`src/rtl/sgw_pkg.sv`:
```
package sgw_pkg;

  localparam int unsigned DESC_BYTES = 8;
  localparam int unsigned WORD_W     = 32;
  localparam int unsigned LEN_W      = 16;
  localparam int unsigned BUF_AW     = 32;

  // flag bit positions inside the low word
  localparam int unsigned FLG_VALID = 0;
  localparam int unsigned FLG_LAST  = 1;
  localparam int unsigned FLG_XFER  = 5;

  typedef struct packed {
    logic              valid;
    logic              last;
    logic              xfer;
    logic [LEN_W-1:0]  len;
    logic [BUF_AW-1:0] addr;
  } sgw_desc_t;

  typedef enum logic [1:0] {
    W_IDLE,
    W_FETCH,
    W_ISSUE,
    W_WAIT
  } sgw_state_t;

  function automatic sgw_desc_t sgw_unpack(input logic [WORD_W-1:0] lo,
                                           input logic [WORD_W-1:0] hi);
    sgw_desc_t d;
    d.valid = lo[FLG_VALID];
    d.last  = lo[FLG_LAST];
    d.xfer  = lo[FLG_XFER];
    d.len   = lo[WORD_W-1 -: LEN_W];
    d.addr  = hi[BUF_AW-1:0];
    return d;
  endfunction

  function automatic logic sgw_len_legal(input logic [LEN_W-1:0] len);
    return (len != '0) && (len[1:0] == 2'b00);
  endfunction

endpackage

```
`src/rtl/sgw_fetch.sv`:
```
module sgw_fetch #(
  parameter int unsigned LIST_AW = 32
) (
  input  logic                       clk,
  input  logic                       rst_n,
  input  logic                       abort,
  input  logic                       go,
  input  logic [LIST_AW-1:0]         base,
  output logic                       mem_req,
  output logic [LIST_AW-1:0]         mem_addr,
  input  logic                       mem_rvalid,
  input  logic [sgw_pkg::WORD_W-1:0] mem_rdata,
  output logic [sgw_pkg::WORD_W-1:0] word_lo,
  output logic [sgw_pkg::WORD_W-1:0] word_hi,
  output logic                       fetched
);
  localparam int unsigned WORD_BYTES = sgw_pkg::WORD_W / 8;

  typedef enum logic [1:0] {F_IDLE, F_LO, F_HI} fphase_t;
  fphase_t phase;

  always_ff @(posedge clk or negedge rst_n) begin
    if (!rst_n) begin
      phase    <= F_IDLE;
      mem_req  <= 1'b0;
      mem_addr <= '0;
      word_lo  <= '0;
      word_hi  <= '0;
      fetched  <= 1'b0;
    end else begin
      mem_req <= 1'b0;
      fetched <= 1'b0;
      if (abort) begin
        phase <= F_IDLE;
      end else begin
        unique case (phase)
          F_IDLE: if (go) begin
            mem_req  <= 1'b1;
            mem_addr <= base;
            phase    <= F_LO;
          end
          F_LO: if (mem_rvalid) begin
            word_lo  <= mem_rdata;
            mem_req  <= 1'b1;
            mem_addr <= mem_addr + LIST_AW'(WORD_BYTES);
            phase    <= F_HI;
          end
          F_HI: if (mem_rvalid) begin
            word_hi <= mem_rdata;
            fetched <= 1'b1;
            phase   <= F_IDLE;
          end
          default: phase <= F_IDLE;
        endcase
      end
    end
  end
endmodule

```
`src/rtl/sgw_decode.sv`:
```
module sgw_decode (
  input  logic [sgw_pkg::WORD_W-1:0] word_lo,
  input  logic [sgw_pkg::WORD_W-1:0] word_hi,
  output sgw_pkg::sgw_desc_t         desc,
  output logic                       desc_ok
);
  import sgw_pkg::*;

  // reserved byte and spare flag bits take no part in decoding
  logic unused_fields;
  assign unused_fields = ^{word_lo[15:8], word_lo[7:6], word_lo[4:2]};

  always_comb begin
    desc    = sgw_unpack(word_lo, word_hi);
    desc_ok = desc.valid && sgw_len_legal(desc.len);
  end
endmodule

```
`src/rtl/sgw_walker.sv`:
```
module sgw_walker #(
  parameter int unsigned LIST_AW = 32
) (
  input  logic                       clk,
  input  logic                       rst_n,
  input  logic                       start,
  input  logic [LIST_AW-1:0]         start_addr,
  input  logic                       stop,
  output logic                       mem_req,
  output logic [LIST_AW-1:0]         mem_addr,
  input  logic                       mem_rvalid,
  input  logic [sgw_pkg::WORD_W-1:0] mem_rdata,
  output logic                       cmd_valid,
  input  logic                       cmd_ready,
  output logic [sgw_pkg::BUF_AW-1:0] cmd_addr,
  output logic [sgw_pkg::LEN_W-1:0]  cmd_len,
  input  logic                       cmd_done,
  output logic                       walk_done,
  output logic                       walk_err
);
  import sgw_pkg::*;

  sgw_state_t           state;
  logic [LIST_AW-1:0]   ptr;
  logic                 last_q;

  logic [WORD_W-1:0]    word_lo, word_hi;
  logic                 fetched;
  sgw_desc_t            desc;
  logic                 desc_ok;

  // named events
  logic                 start_take;
  logic                 bad_ev;
  logic                 skip_ev;
  logic                 issue_ev;
  logic                 accept_ev;
  logic                 finish_ev;
  logic                 adv_go;
  logic                 fetch_go;
  logic [LIST_AW-1:0]   fetch_base;

  always_comb begin
    start_take = start && !stop && (state == W_IDLE);
    bad_ev     = (state == W_FETCH) && fetched && !desc_ok;
    skip_ev    = (state == W_FETCH) && fetched && desc_ok && !desc.xfer;
    issue_ev   = (state == W_FETCH) && fetched && desc_ok && desc.xfer;
    accept_ev  = (state == W_ISSUE) && cmd_ready;
    finish_ev  = (state == W_WAIT) && cmd_done;
    adv_go     = !stop && ((skip_ev && !desc.last) || (finish_ev && !last_q));
    fetch_go   = start_take || adv_go;
    fetch_base = start_take ? start_addr : ptr + LIST_AW'(DESC_BYTES);
  end

  sgw_fetch #(.LIST_AW(LIST_AW)) u_fetch (
    .clk        (clk),
    .rst_n      (rst_n),
    .abort      (stop),
    .go         (fetch_go),
    .base       (fetch_base),
    .mem_req    (mem_req),
    .mem_addr   (mem_addr),
    .mem_rvalid (mem_rvalid),
    .mem_rdata  (mem_rdata),
    .word_lo    (word_lo),
    .word_hi    (word_hi),
    .fetched    (fetched)
  );

  sgw_decode u_decode (
    .word_lo (word_lo),
    .word_hi (word_hi),
    .desc    (desc),
    .desc_ok (desc_ok)
  );

  always_ff @(posedge clk or negedge rst_n) begin
    if (!rst_n) begin
      state     <= W_IDLE;
      ptr       <= '0;
      last_q    <= 1'b0;
      cmd_valid <= 1'b0;
      cmd_addr  <= '0;
      cmd_len   <= '0;
      walk_done <= 1'b0;
      walk_err  <= 1'b0;
    end else begin
      walk_done <= 1'b0;
      if (fetch_go) ptr <= fetch_base;
      if (stop) begin
        state     <= W_IDLE;
        cmd_valid <= 1'b0;
        walk_err  <= 1'b0;
      end else begin
        unique case (state)
          W_IDLE: if (start_take) begin
            walk_err <= 1'b0;
            state    <= W_FETCH;
          end
          W_FETCH: begin
            if (bad_ev) begin
              walk_err <= 1'b1;
              state    <= W_IDLE;
            end else if (issue_ev) begin
              cmd_valid <= 1'b1;
              cmd_addr  <= desc.addr;
              cmd_len   <= desc.len;
              last_q    <= desc.last;
              state     <= W_ISSUE;
            end else if (skip_ev && desc.last) begin
              walk_done <= 1'b1;
              state     <= W_IDLE;
            end
          end
          W_ISSUE: if (accept_ev) begin
            cmd_valid <= 1'b0;
            state     <= W_WAIT;
          end
          W_WAIT: if (finish_ev) begin
            if (last_q) begin
              walk_done <= 1'b1;
              state     <= W_IDLE;
            end else begin
              state <= W_FETCH;
            end
          end
          default: state <= W_IDLE;
        endcase
      end
    end
  end
endmodule

```
`config.mk`:
```
export PLATFORM = sky130hd
export DESIGN_NAME = sgw_walker
export DESIGN_NICKNAME = d
export VERILOG_FILES = /design/src/rtl/sgw_pkg.sv /design/src/rtl/sgw_fetch.sv /design/src/rtl/sgw_decode.sv /design/src/rtl/sgw_walker.sv
export SDC_FILE = /design/constraint.sdc
export NUM_CORES = 1
export LEC_CHECK = 0
export BUFFER_PORTS_ARGS = -buffer_cell sky130_fd_sc_hd__buf_4
export CAP_MARGIN = 10
export CORE_ASPECT_RATIO = 0.5
export CORE_MARGIN = 2
export CORE_UTILIZATION = 61
export DETAILED_ROUTE_END_ITERATION = 12
export GPL_ROUTABILITY_DRIVEN = 0
export GPL_TIMING_DRIVEN = 0
export PLACE_DENSITY = 0.86
export SETUP_SLACK_MARGIN = 0.02
export SLEW_MARGIN = 25
export SYNTH_ARGS = -nofsm -noshare
export SYNTH_HDL_FRONTEND = slang
export SYNTH_SLANG_ARGS = --single-unit
```
`constraint.sdc`:
```
create_clock -name clk -period 5.1 [get_ports clk]
set_input_delay 0.255 -clock clk [delete_from_list [all_inputs] [get_ports clk]]
set_output_delay 0.255 -clock clk [all_outputs]
set_load 0.05 [all_outputs]
```
# After elaboration in Yosys (flattened, before gate mapping)

Index checks and enable logic that the tools add are counted.

Logic and storage cells: 112
Register bits after elaboration: 186
Input port bits: 71
Output and inout port bits: 84

Muxes and demuxes: 40
Eq/ne operators: 17
Bitwise operators: 2
Reductions and logical operators: 37
$add $sub $neg: 2

Operators with widths:

| operator                                                         | count |
|---|---|
| 32-bit two-way mux                                               | 3 |
| 32-bit case mux with 2 select lines                              | 1 |
| 32-bit by 3-bit adder with 32-bit output (second input constant) | 1 |
| 32-bit by 4-bit adder with 32-bit output (second input constant) | 1 |
| 3-bit != test (second input constant)                            | 9 |
| 2-bit two-way mux                                                | 11 |
| 1-bit two-way mux                                                | 19 |
| 4-bit AND reduction                                              | 4 |
| 16-bit nonzero test                                              | 1 |
| 1-bit logical AND                                                | 15 |
| 3-bit AND reduction                                              | 4 |
| 1-bit case mux with 2 select lines                               | 4 |
| 2-bit case mux with 4 select lines                               | 1 |
| 2-bit == test (second input constant)                            | 3 |
| 2-bit logical NOT                                                | 3 |
| 2-bit case mux with 3 select lines                               | 1 |
| 3-bit nonzero test                                               | 2 |
| 1-bit logical NOT                                                | 5 |
| 5-bit by 4-bit != test with 1-bit output (second input constant) | 1 |
| 2-bit by 1-bit == test with 1-bit output (second input constant) | 2 |
| 2-bit != test (second input constant)                            | 2 |
| 1-bit logical OR                                                 | 2 |
| 1-bit inverter                                                   | 2 |
| 2-bit nonzero test                                               | 1 |

# Longest topological paths before layout

Depth in word-level cells: 12
Depth in mapped cells: 10
Mapped depth without buffers: 7

# Modules after synthesis

Synthesis repeated with hierarchy kept, for this count alone.

Cell total of the unflattened synthesis: 940
Area, all modules: 9429.0 sq um

By module, submodules not included:

| module     | cells each | times used | seq. area each (sq um) | area each (sq um) |
|---|---|---|---|---|
| sgw_fetch  | 463        | 1          | 2502.4                 | 4555.6 |
| sgw_walker | 419        | 1          | 2152.1                 | 4451.8 |
| sgw_decode | 58         | 1          | 0.0                    | 421.7 |

# Worst setup path after synthesis

Ideal clock, no wire load.

Path kind: flip-flop to flip-flop
From: register u_fetch.mem_addr[9]
To: register u_fetch.mem_addr[30]
Path buffers: 0
Required time: 5027 ps
Stages on the path, launching flop included: 7
Setup slack: 2868 ps
Setup time: 73 ps
Data arrival time: 2159 ps
Period minus slack after synthesis: 2232 ps
Cell sequence: dfrtp_1 -> nand3_2 -> or4_1 -> nor3_1 -> a21oi_1 -> o31a_1 -> a21oi_2

Word-level cells in the longest chain between the ends: 3

Ends and longest elaborated chain:

| what                                     | RTL line        | RTL |
|---|---|---|
| start, declared                          | sgw_fetch.sv:10 | `output logic [LIST_AW-1:0] mem_addr,` |
| start signal, assigned                   | sgw_fetch.sv:39 | `mem_addr <= base;` |
| start signal, assigned                   | sgw_fetch.sv:45 | `mem_addr <= mem_addr + LIST_AW'(WORD_BYTES);` |
| 32-bit by 3-bit adder with 32-bit output | sgw_fetch.sv:45 |  |
| 32-bit two-way mux                       | sgw_fetch.sv:42 | `F_LO: if (mem_rvalid) begin` |
| 32-bit case mux with 2 select lines      | sgw_fetch.sv:36 | `unique case (phase)` |

No other way between the ends. The select of a mux whose other input is x is not followed.
A chain may end at the register's enable or synchronous reset.

# Worst setup path after layout

From: register state[1]
To: register u_fetch.mem_addr[27]

Word-level cells in the longest chain between the ends: 10
Elaborated cells on any way between the ends: 18
Classes of those cells: eq/ne (3); mux (3); reduce/logical (12)

Ends and longest elaborated chain:

| what                                     | RTL line         | RTL |
|---|---|---|
| start, declared                          | sgw_walker.sv:23 | `sgw_state_t state;` |
| start signal, assigned                   | sgw_walker.sv:79 | `state <= W_IDLE;` |
| start signal, assigned                   | sgw_walker.sv:91 | `state <= W_IDLE;` |
| start signal, assigned                   | sgw_walker.sv:98 | `state <= W_FETCH;` |
| 2-bit by 1-bit == test with 1-bit output | sgw_walker.sv:46 | `skip_ev = (state == W_FETCH) && fetched && desc_ok && !desc.xfer;` |
| 1-bit logical AND (3 in series)          | sgw_walker.sv:46 |  |
| 1-bit logical AND                        | sgw_walker.sv:50 | `adv_go = !stop && ((skip_ev && !desc.last) \|\| (finish_ev && !last_q));` |
| 1-bit logical OR                         | sgw_walker.sv:50 |  |
| 1-bit logical AND                        | sgw_walker.sv:50 |  |
| 1-bit logical OR                         | sgw_walker.sv:51 | `fetch_go = start_take \|\| adv_go;` |
| 2-bit != test (no line)                  | -                |  |
| 4-bit AND reduction (no line)            | -                |  |

Parallel ways exist; a longest one is shown, timed or not. The select of a mux whose other input is x is not followed.

==> summary.txt <==
Outcome
  • Status: complete, no violations

Critical path
  • CP Launch Point: state[1]
  • Arr. time, crit path: ~3.2 ns
  • Startpoint Class: flip-flop
  • Worst R2R End: u_fetch.mem_addr[27]
  • Slowest CP cell: nor3_1
  • Buf+Inv Stages, Crit Path: 2
  • Critical path depth: 8
  • Critical path class: reg -> reg
  • Critical path's top delay family: simple AND/OR/NAND/NOR gates
  • Worst path required time: approximately 5.4 ns
  • Setup crit end: u_fetch.mem_addr[27]
  • Crit-path cells: buf_6 -> nand2b_1 -> nor3_1 -> clkbuf_1 -> nand2_1 -> o22ai_1 -> a21oi_1 -> o22a_1
  • Worst reg2reg path depth: 8
  • Critical Path Max Stage Delay: about 0.73 ns
  • Worst R2R Start: state[1]
  • Crit. End Element: flip-flop
  • Flop-to-flop setup slack: ~2.2 ns
  • Max FO, Critical Path: 10

Cells and area
  • Fillers: 878
  • Share of cells above drive strength 1: 0.3413
  • Post-route cell area: about 11000 um^2
  • Antenna Cells: 0
  • Final nets: between 1000 and 1500
  • Area growth syn-to-layout: 23.38%

Clock tree
  • Htree depth: 4
  • Postcts setup bufs: 0
  • CTS resizes: 0
  • Clock transition at path regs: 0.07 ns
  • Root buf cell: clkbuf_16
  • Clk_lat worst skew: around 0.44 ns
  • Clock Tree Buf Depth: 2
  • Num CTS Buffers: 17
  • TritonCTS clock tree: yes
  • Clock Sink Count: 173

Timing
  • Unrepaired setup endpoints after global routing: no
  • Max transition margin: 0.3668
  • # setup viols final: 0
  • F_max: roughly 0.35 GHz
  • Minimum clock period: a little under 3 ns
  • Period utilization: 0.5679
  • Setup TNS: 0 ns
  • Slew @ Worst Pin: approximately 0.94 ns
  • Final Hold Fails: 0
  • Slew Limit Fails: 0
  • Clock Skew: around 0.011 ns

Global route
  • Initial antenna violation count: 0
  • Total track usage: 0.3339
  • First-pass GRT wire length: roughly 40000 um
  • Total grt overflow: 0
  • Vias in the first global route: about 7600
  • Largest net degree at the start of global routing: a little over 90

Place
  • Placement Cell Area: between 10000 and 15000 um^2
  • I/O Buffers: 154
  • DP HPWL: 17240 um

Job
  • Max Cap Violations: 0

Power and ir drop
  • Peak VDD IR: around 0.00022 V
  • PwrDens: around 430 nW/um^2
  • Total power: 0.004651 W
  • Pleak: between 4 and 5 nW

Logic synthesis
  • Top FF cell, synth: dfrtp_1
  • Sequential share of the synthesized area: 0.4962
  • Largest area contributor in the netlist: dfrtp_1
  • Asr flop ratio synth: 1.000
  • FF+latch count, synth: between 150 and 200
  • Count leader, synth: dfrtp_1
  • EDFF count, synth: 0
  • Synth Net Count: between 800 and 900
  • Synth top area cells: dfrtp_1 (50%), mux2_2 (13%), nand2_1 (3.6%)
  • Mean Syn Cell Area: ~11 um^2
  • Synth cell count leaders: dfrtp_1 (173), mux2_2 (100), nand2_1 (83)
  • Mapped Area: just under 9000 um^2
  • Share of the synthesized area in the top cell type: 0.4962
  • Mapped Cells: just over 800
  • Post-synthesis cell type count: 72
  • Ys Warns: 0

Routing
  • Residual DRC: 0
  • Post-DRT Antenna Nets: 0
  • Initial DRC Count: approximately 1200
  • Via density: approximately 6.4
  • Drt wl/cell: 20.87 um
  • Vias: 7698
  • First drt pass iteration count: 6
  • Final wirelength: 25040 um

Worst hold path
  • Hold/Removal Path Class: in -> reg

Die
  • Initial Utilization: 0.6333
  • Die Footprint: 15330 um^2
  • IO Count: around 160
  • Core area: ~14000 um^2
  • Die Y: about 89 um
  • Die extent in x: 173.1 um
  • Cell row count: 30
## layer usage
metal | vias to the layer above | share of wire | track usage | wire length [um]
met4 | 0 | 0.041 | 0.1587 | 1039
met3 | 110 | 0.11 | 0.08204 | 2673
met2 | 503 | 0.47 | 0.5545 | 11660
met5 | - | 0 | 0 | 0
met1 | 3717 | 0.39 | 0.4243 | 9667
li1 | 3368 | - | - | -
## repair_timing
| item | 4_1_cts | 5_1_grt |
|---|---|---|
| hold buffers | 1 | 0 |
| setup endpoints to repair | 0 | 0 |
| endpoints found under the hold margin | 83 | 0 |
## per-stage QoR
step | cells | worst slack (ns) | util | hold slack (ns)
after detailed placement | 1167 | 2.434 | 0.7372 | 0.2920
final | 1200 | 2.204 | 0.7814 | 0.03344
after global routing | 1200 | 2.128 | 0.7814 | 0.04911
after floorplan | 820 | 2.868 | - | -0.04059
after global placement | 1166 | 2.450 | 0.7347 | 0.4530
after CTS | 1200 | 2.408 | 0.7814 | 0.03800
## cell usage in the layout (no fill, tap or decap), types with 20 or more instances in the layout
cell type  count
clkbuf_1      32
o21ai_0       42
dfrtp_1      173
buf_4        156
a21oi_1       51
mux2_2       100
nor2_1        48
nor3_1        20
nand3_1       30
nand2_1       83
## layout make-up
type	count	area, um^2	area share
sequential	173	4329	0.4022
clock inverter	14	168.9	0.01569
timing repair buffer	156	1201	0.1116
clock buffer	18	429.2	0.03987
tap	192	240.2	0.02232
buffer	55	275.3	0.02557
inverter	4	16.27	0.001511
multi-input combinational	588	4104	0.3813
## state kept, by name (all words and copies together), names as in the netlist
signal            cells
cmd_addr             32
cmd_len              16
cmd_valid             1
last_q                1
ptr                  32
state                 2
u_fetch.fetched       1
u_fetch.mem_addr     32
u_fetch.mem_req       1
u_fetch.phase         2
u_fetch.word_hi      32
u_fetch.word_lo      19
walk_done             1
walk_err              1
## tightest hold or removal path, stage by stage
cell	delay, ns
buf_4	0.07
nand2_1	0.05
nand2_1	0.05
## worst min path at each step
stage          cells past startpoint  slack (ns)            to           from
2_1_floorplan                      0       -0.04   cmd_addr[0]          rst_n
3_3_place_gp                       2        0.45        ptr[1]         ptr[1]
5_1_grt                            3        0.05        ptr[0]  start_addr[0]
3_5_place_dp                       1        0.29  cmd_addr[23]          rst_n
6_report                           3        0.03        ptr[0]  start_addr[0]
4_1_cts                            3        0.04        ptr[0]  start_addr[0]
## logic make-up after synthesis
kind of cell | Yosys count | share of synthesized area
mux | 106 | 0.1360
compound gates | 195 | 0.1516
flops | 173 | 0.4962
xor+xnor | 21 | 0.02108
simple gates | 264 | 0.1589
fa+ha+maj | 2 | 0.002868
buf+inv | 59 | 0.03341
## report_power, final
group / switching [W] / total [W] / internal (W)
combinational: 0.000852 / 0.00137 / 0.000515
sequential: 0.000322 / 0.00197 / 0.00165
clock: 0.000646 / 0.00131 / 0.000664
Note: power is estimated with default switching activity, not from simulation.
